[src/rtl/txep_pkg.sv]
package txep_pkg;
   // Bit positions inside the control/status byte; software decodes these.
   localparam int B_NAK   = 7;
   localparam int B_TOG   = 6;
   localparam int B_STALL = 5;
   localparam int B_SETUP = 4;
   localparam int B_FLUSH = 3;
   localparam int B_ERR   = 2;
   localparam int B_FNE   = 1;
   localparam int B_RDY   = 0;

   // Sticky flag slots.
   localparam int N_STICKY = 3;
   localparam int S_NAK    = 0;
   localparam int S_STALL  = 1;
   localparam int S_ERR    = 2;

   typedef struct packed {
      logic                hit;
      logic [N_STICKY-1:0] clr;
      logic                setup_v;
      logic                rdy_v;
      logic                tog;
      logic                flush;
   } sw_cmd_t;
endpackage

[src/rtl/txep_bus_decode.sv]
module txep_bus_decode
   import txep_pkg::*;
#(
   parameter int ADDR_W   = 4,
   parameter int REG_ADDR = 2
) (
   input  logic [ADDR_W-1:0] addr,
   input  logic              wr_en,
   input  logic [7:0]        wdata,
   output sw_cmd_t           cmd,
   output logic              rd_sel
);
   localparam logic [ADDR_W-1:0] MY_ADDR = REG_ADDR[ADDR_W-1:0];

   logic unused_fne;
   assign unused_fne = wdata[B_FNE];

   always_comb begin
      rd_sel         = (addr == MY_ADDR);
      cmd.hit        = wr_en && rd_sel;
      cmd.clr[S_NAK]   = cmd.hit && !wdata[B_NAK];
      cmd.clr[S_STALL] = cmd.hit && !wdata[B_STALL];
      cmd.clr[S_ERR]   = cmd.hit && !wdata[B_ERR];
      cmd.setup_v    = wdata[B_SETUP];
      cmd.rdy_v      = wdata[B_RDY];
      cmd.tog        = cmd.hit && wdata[B_TOG];
      cmd.flush      = cmd.hit && wdata[B_FLUSH];
   end
endmodule

[src/rtl/txep_sticky_bit.sv]
module txep_sticky_bit (
   input  logic clk,
   input  logic rst_n,
   input  logic hw_set,
   input  logic sw_clr,
   output logic q
);
   always_ff @(posedge clk or negedge rst_n) begin
      if (!rst_n)      q <= 1'b0;
      else if (hw_set) q <= 1'b1;
      else if (sw_clr) q <= 1'b0;
   end


   sticky_hold_chk: assert property (@(posedge clk) disable iff (!rst_n)
      (q && !sw_clr) |=> q);

   hw_wins_chk: assert property (@(posedge clk) disable iff (!rst_n)
      hw_set |=> q);
endmodule

[src/rtl/txep_nak_timer.sv]
module txep_nak_timer #(
   parameter int LIM_W = 5
) (
   input  logic             clk,
   input  logic             rst_n,
   input  logic             ep_bulk,
   input  logic [LIM_W-1:0] nak_limit,
   input  logic             hs_nak,
   input  logic             restart,
   input  logic             frame_tick,
   output logic             timeout
);
   logic             active;
   logic [LIM_W-1:0] cnt;
   logic [LIM_W:0]   cnt_nx;
   logic             lim_on;

   always_comb begin
      lim_on  = (nak_limit != '0);
      cnt_nx  = {1'b0, cnt} + 1'b1;
      timeout = frame_tick && active && ep_bulk && lim_on
                && (cnt_nx >= {1'b0, nak_limit});
   end

   always_ff @(posedge clk or negedge rst_n) begin
      if (!rst_n) begin
         active <= 1'b0;
         cnt    <= '0;
      end else if (restart || timeout || !ep_bulk || !lim_on) begin
         active <= 1'b0;
         cnt    <= '0;
      end else begin
         if (hs_nak)              active <= 1'b1;
         if (frame_tick && active) cnt   <= cnt_nx[LIM_W-1:0];
      end
   end


   cnt_bound_chk: assert property (@(posedge clk) disable iff (!rst_n)
      (active && $stable(nak_limit)) |-> (cnt < nak_limit));

   restart_chk: assert property (@(posedge clk) disable iff (!rst_n)
      restart |=> (cnt == '0) && !active);
endmodule

[src/rtl/txep_ctl_status.sv]
module txep_ctl_status
   import txep_pkg::*;
#(
   parameter int ADDR_W   = 4,
   parameter int REG_ADDR = 2,
   parameter int LIM_W    = 5
) (
   input  logic              clk,
   input  logic              rst_n,
   input  logic [ADDR_W-1:0] bus_addr,
   input  logic              bus_wr,
   input  logic [7:0]        bus_wdata,
   output logic [7:0]        bus_rdata,
   input  logic              hs_nak,
   input  logic              hs_stall,
   input  logic              hs_other,
   input  logic              ep_bulk,
   input  logic              frame_tick,
   input  logic [LIM_W-1:0]  nak_limit,
   input  logic              pkt_sent,
   input  logic              retry_exhausted,
   input  logic              fifo_not_empty,
   output logic              toggle_clr_o,
   output logic              fifo_flush_o,
   output logic              dma_abort_o,
   output logic              tx_ready_o,
   output logic              setup_o,
   output logic              ep_halt_o
);
   localparam int ADDR_SPAN = 1 << ADDR_W;

   initial begin
      assert (ADDR_W >= 1 && ADDR_W <= 16) else $error("ADDR_W out of range");
      assert (REG_ADDR >= 0 && REG_ADDR < ADDR_SPAN) else $error("REG_ADDR outside address space");
      assert (LIM_W >= 1 && LIM_W <= 16) else $error("LIM_W out of range");
   end

   sw_cmd_t             cmd;
   logic                rd_sel;
   logic                nak_timeout;
   logic [N_STICKY-1:0] hw_set;
   logic [N_STICKY-1:0] flag_q;
   logic                rdy_q;
   logic                setup_q;

   txep_bus_decode #(.ADDR_W(ADDR_W), .REG_ADDR(REG_ADDR)) u_dec (
      .addr   (bus_addr),
      .wr_en  (bus_wr),
      .wdata  (bus_wdata),
      .cmd    (cmd),
      .rd_sel (rd_sel)
   );

   txep_nak_timer #(.LIM_W(LIM_W)) u_nak (
      .clk        (clk),
      .rst_n      (rst_n),
      .ep_bulk    (ep_bulk),
      .nak_limit  (nak_limit),
      .hs_nak     (hs_nak),
      .restart    (hs_other || hs_stall),
      .frame_tick (frame_tick),
      .timeout    (nak_timeout)
   );

   always_comb begin
      hw_set[S_NAK]   = nak_timeout;
      hw_set[S_STALL] = hs_stall;
      hw_set[S_ERR]   = retry_exhausted;
   end

   for (genvar i = 0; i < N_STICKY; i++) begin : g_flag
      txep_sticky_bit u_flag (
         .clk    (clk),
         .rst_n  (rst_n),
         .hw_set (hw_set[i]),
         .sw_clr (cmd.clr[i]),
         .q      (flag_q[i])
      );
   end

   always_ff @(posedge clk or negedge rst_n) begin
      if (!rst_n) begin
         rdy_q        <= 1'b0;
         setup_q      <= 1'b0;
         toggle_clr_o <= 1'b0;
         fifo_flush_o <= 1'b0;
         dma_abort_o  <= 1'b0;
      end else begin
         if (hs_stall || pkt_sent) rdy_q <= 1'b0;
         else if (cmd.hit)         rdy_q <= cmd.rdy_v;
         if (cmd.hit) setup_q <= cmd.setup_v;
         toggle_clr_o <= cmd.tog;
         fifo_flush_o <= cmd.flush || hs_stall;
         dma_abort_o  <= hs_stall;
      end
   end

   always_comb begin
      tx_ready_o = rdy_q;
      setup_o    = setup_q;
      ep_halt_o  = flag_q[S_NAK] || flag_q[S_STALL];
      bus_rdata  = '0;
      if (rd_sel) begin
         bus_rdata[B_NAK]   = flag_q[S_NAK];
         bus_rdata[B_STALL] = flag_q[S_STALL];
         bus_rdata[B_SETUP] = setup_q;
         bus_rdata[B_ERR]   = flag_q[S_ERR];
         bus_rdata[B_FNE]   = fifo_not_empty;
         bus_rdata[B_RDY]   = rdy_q;
      end
   end


   stall_effects_chk: assert property (@(posedge clk) disable iff (!rst_n)
      hs_stall |=> (flag_q[S_STALL] && !tx_ready_o && fifo_flush_o && dma_abort_o));

   toggle_src_chk: assert property (@(posedge clk) disable iff (!rst_n)
      toggle_clr_o |-> $past(bus_wr && rd_sel && bus_wdata[B_TOG]));

   abort_has_flush_chk: assert property (@(posedge clk) disable iff (!rst_n)
      dma_abort_o |-> fifo_flush_o);

   sent_clears_chk: assert property (@(posedge clk) disable iff (!rst_n)
      pkt_sent |=> !tx_ready_o);

   halt_cause_chk: assert property (@(posedge clk) disable iff (!rst_n)
      $rose(ep_halt_o) |-> $past(hs_stall || nak_timeout));
endmodule

[config.mk]
export PLATFORM = sky130hd
export DESIGN_NAME = txep_ctl_status
export DESIGN_NICKNAME = d
export VERILOG_FILES = /design/src/rtl/txep_pkg.sv /design/src/rtl/txep_bus_decode.sv /design/src/rtl/txep_sticky_bit.sv /design/src/rtl/txep_nak_timer.sv /design/src/rtl/txep_ctl_status.sv
export SDC_FILE = /design/constraint.sdc
export NUM_CORES = 1
export LEC_CHECK = 0
export ABC_CLOCK_PERIOD_IN_PS = 2200
export BUFFER_PORTS_ARGS = -buffer_cell sky130_fd_sc_hd__buf_2
export CAP_MARGIN = 0
export CORE_AREA = 2 2 47 49
export CTS_BUF_LIST = sky130_fd_sc_hd__clkbuf_8
export DETAILED_ROUTE_END_ITERATION = 10
export DIE_AREA = 0 0 49 51
export MAX_ROUTING_LAYER = met4
export PLACE_DENSITY_LB_ADDON = 0.1
export SYNTH_ARGS = -nofsm -noshare
export SYNTH_HDL_FRONTEND = slang
export SYNTH_HIERARCHICAL = 1
export SYNTH_SLANG_ARGS = --single-unit
[constraint.sdc]
create_clock -name clk -period 2.2 [get_ports clk]
set_input_delay 0.11 -clock clk [delete_from_list [all_inputs] [get_ports clk]]
set_output_delay 0.11 -clock clk [all_outputs]
set_load 0.05 [all_outputs]
==> flow_metrics.py <==
metrics = {
    "worst_setup_path": {
        "endpoint_kind": "register",
        "crit_type": "reg2reg",
        "reg2reg_slack_ps": 130,
        "startpoint_type": "register",
        "rr_worst_depth": 7,
        "crit_start": "u_nak/cnt[0]",
        "worstSetupEndpoint": "u_nak/cnt[4]",
        "crit_fanout": 7,
        "worstPathArrival_ps": 2190,
        "r2r-start": "u_nak/cnt[0]",
        "r2r_end": "u_nak/cnt[4]",
        "worstPathRequired_ps": 2320,
    },
    "timing": {
        "slew_violations": 0,
        "layout_setup_ws_ps": 134,
        "layout_min_cycle_time_ps": 2070,
        "fin_skew_ps": 1.55,
        "hold_violations": 0,
        "rsz0062_at_grt": "yes",
        "fin_crit_sh": 0.939,
        "fmax_mhz": 484,
        "finalSetupViolCount": 0,
    },
    "power_and_ir_drop": {
        "vdd_drop_max_uv": 375,
        "p_per_area_mw_per_mm2": 534,
        "leakagePower_nw": 0.618,
    },
    "yosys": {
        "synth_seq_cells": 14,
        "synth_cell_type_count": 32,
        "ys_seq_area_frac": 0.378,
        "yosys.area.top_type": "dfrtp_1",
        "synth.area.top_cells": "dfrtp_1 (38%), ha_1 (8.1%), and2_1 (5.4%), xnor2_1 (4.7%), a21o_1 (3.2%)",
        "synth_cells": 91,
        "synthTopCellsByCount": "dfrtp_1 (14), and2_1 (8), inv_1 (7), ha_1 (6), xnor2_1 (5)",
        "async_flop_share": 1.00,
        "synthesis.area_per_instance_sq_um": 10.2,
        "synth_area_sq_um": 927,
        "synth_warnings": 6,
        "synth-edff-count": 0,
        "synth-main-ff-cell": "dfrtp_1",
        "yosysTopAreaCellShare": 0.378,
        "synth_most_common_cell": "dfrtp_1",
    },
    "clocking": {
        "clkSlewWorstSetupHoldPaths_ps": 60,
        "clock_latency_ps": 250,
        "root_buffer": "clkbuf_8",
        "cts_tree": "yes",
        "max-clock-path-buffers": 2,
        "cts-buffers-inserted": 3,
        "cts_max_level": 1,
        "cts_setup_buffers": 0,
        "numClockSinks": 14,
    },
    "route": {
        "ant_nets": 0,
        "wire_per_inst_microns": 11.8,
        "via_count": 775,
        "drc_errors": 0,
        "routed_wl_mm": 1.87,
        "dr.pass1.iters": 4,
        "viasPerCell": 4.87,
        "drt_iter0_markers": 6,
    },
    "floorplanning": {
        "rows": 17,
        "die-area_sq_mm": 0.00250,
        "initial_core_util": 0.449,
        "io_pins": 42,
        "core_region_area_sq_mm": 0.00206,
        "die_x_microns": 49,
        "die_y_microns": 51,
    },
    "flow_run": {
        "max-cap-violations": 0,
    },
    "global_route": {
        "antenna_found_initial": 0,
        "grt-ovfl-total": 0,
        "grt_pass1_wl_mm": 3.22,
        "grt_pass1_vias": 775,
        "grt_usage": 0.176,
        "grt_max_degree": 15,
    },
    "placement": {
        "placed_area_sq_mm": 0.00113,
        "port_buffers": 38,
        "hpwl_mm": 1.45,
        "pre_cts_ws_ps": 106,
        "gp_congestion": 0.734,
    },
    "finish": {
        "final_nets": 166,
        "finalInstanceArea_sq_mm": 0.00120,
        "final_layout_size_suffix_gt1_frac": 0.435,
        "syn_to_final_growth_pct": 29.0,
        "antennaDiodeCount": 0,
    },
    "hold_path": {
        "min_path_type": "in2reg",
    },
    "outcome": {
        "status": "finished, final reports clean",
    },
}
==> final cells by class <==
| class | instances | area, sq um |
|---|---|---|
| Sequential cell | 14 | 350 |
| Clock buffer | 4 | 55.1 |
| Tap cell | 28 | 35.0 |
| Fill cell | 195 | 867 |
| Timing Repair Buffer | 40 | 208 |
| Multi-Input combinational cell | 65 | 518 |
| Inverter | 8 | 30.0 |
==> layout by cell type, fill, tap and decap left out, drive strengths merged <==
cell,count
nand2,2
a21oi,3
o211ai,1
inv,8
nor3,1
xnor2,5
or3,1
nand3,4
dlygate4sd3,1
xor2,2
a2111oi,5
o21ai,1
or4b,1
or4,1
mux2i,2
dfrtp,14
and3,2
a21o,4
mux2,1
nor2,4
clkbuf,4
ha,6
nand2b,1
conb,2
nor3b,3
or2,4
buf,39
and2,9
==> power by group <==
part | total, mW | internal (mW) | switching, mW
logic | 0.114 | 0.0408 | 0.0732
clock network | 0.254 | 0.159 | 0.0957
registers | 0.271 | 0.266 | 0.00460
==> timing repair <==
action	4_1_cts	5_1_grt
endpoints found under the hold margin	14	0
gates resized for setup	0	2
setup endpoints to repair	0	4
hold buffers	1	0
==> sequential cells by signal, indices dropped and copies added, names as in the netlist <==
name / cells
g_flag.u_flag/q: 3
setup_o: 1
dma_abort_o: 1
u_nak/cnt: 5
tx_ready_o: 1
fifo_flush_o: 1
toggle_clr_o: 1
u_nak/active: 1
==> critical path: stages, from the launching register on <==
cell and delay (ps):
dfrtp_1 400, ha_1 240, nand3_1 130, xnor2_1 150
ha_1 300, a21oi_2 140, o211ai_2 190, a2111oi_0 390
==> worst min-delay path by stage <==
stage                  start           to  slack [ps]  depth (start not counted)
floorplan              rst_n  dma_abort_o        -190                          0
global placement       rst_n   tx_ready_o          30                          1
detailed placement     rst_n      setup_o          30                          1
CTS                 pkt_sent   tx_ready_o           5                          2
global route        pkt_sent   tx_ready_o          20                          2
finish              pkt_sent   tx_ready_o          10                          2
==> per-layer routing <==
layer | GRT usage | routed length, microns
met2 | 0.297 | 907
met4 | 0.114 | 44
met5 | - | 0
met3 | 0.0380 | 74
met1 | 0.189 | 843
==> per-stage QoR <==
step | hold WS [ps] | setup TNS, ps | util | std cells | power [mW]
finish | 9.89 | 0 | 0.580 | 159 | 0.639
global route | 15.7 | -159 | 0.580 | 159 | 0.666
CTS | 5.08 | 0 | 0.579 | 159 | 0.646
detailed placement | 30.3 | 0 | 0.547 | 154 | 0.387
global placement | 29.4 | 0 | 0.547 | 154 | 0.386
floorplan | -186 | 0 | - | 92 | 0.347
==> cells by family after synthesis <==
family | count (synthesis) | share of synthesized area
multiplexers | 3 | 0.0378
adder cells (fa/ha/maj) | 6 | 0.0810
XOR/XNOR | 7 | 0.0661
AO/OA/AOI/OAI | 14 | 0.139
AND/OR/NAND/NOR | 33 | 0.224
buffers and inverters | 13 | 0.0702
other | 1 | 0.00404
flip-flops | 14 | 0.378
Power figures use the tool's default switching activity.
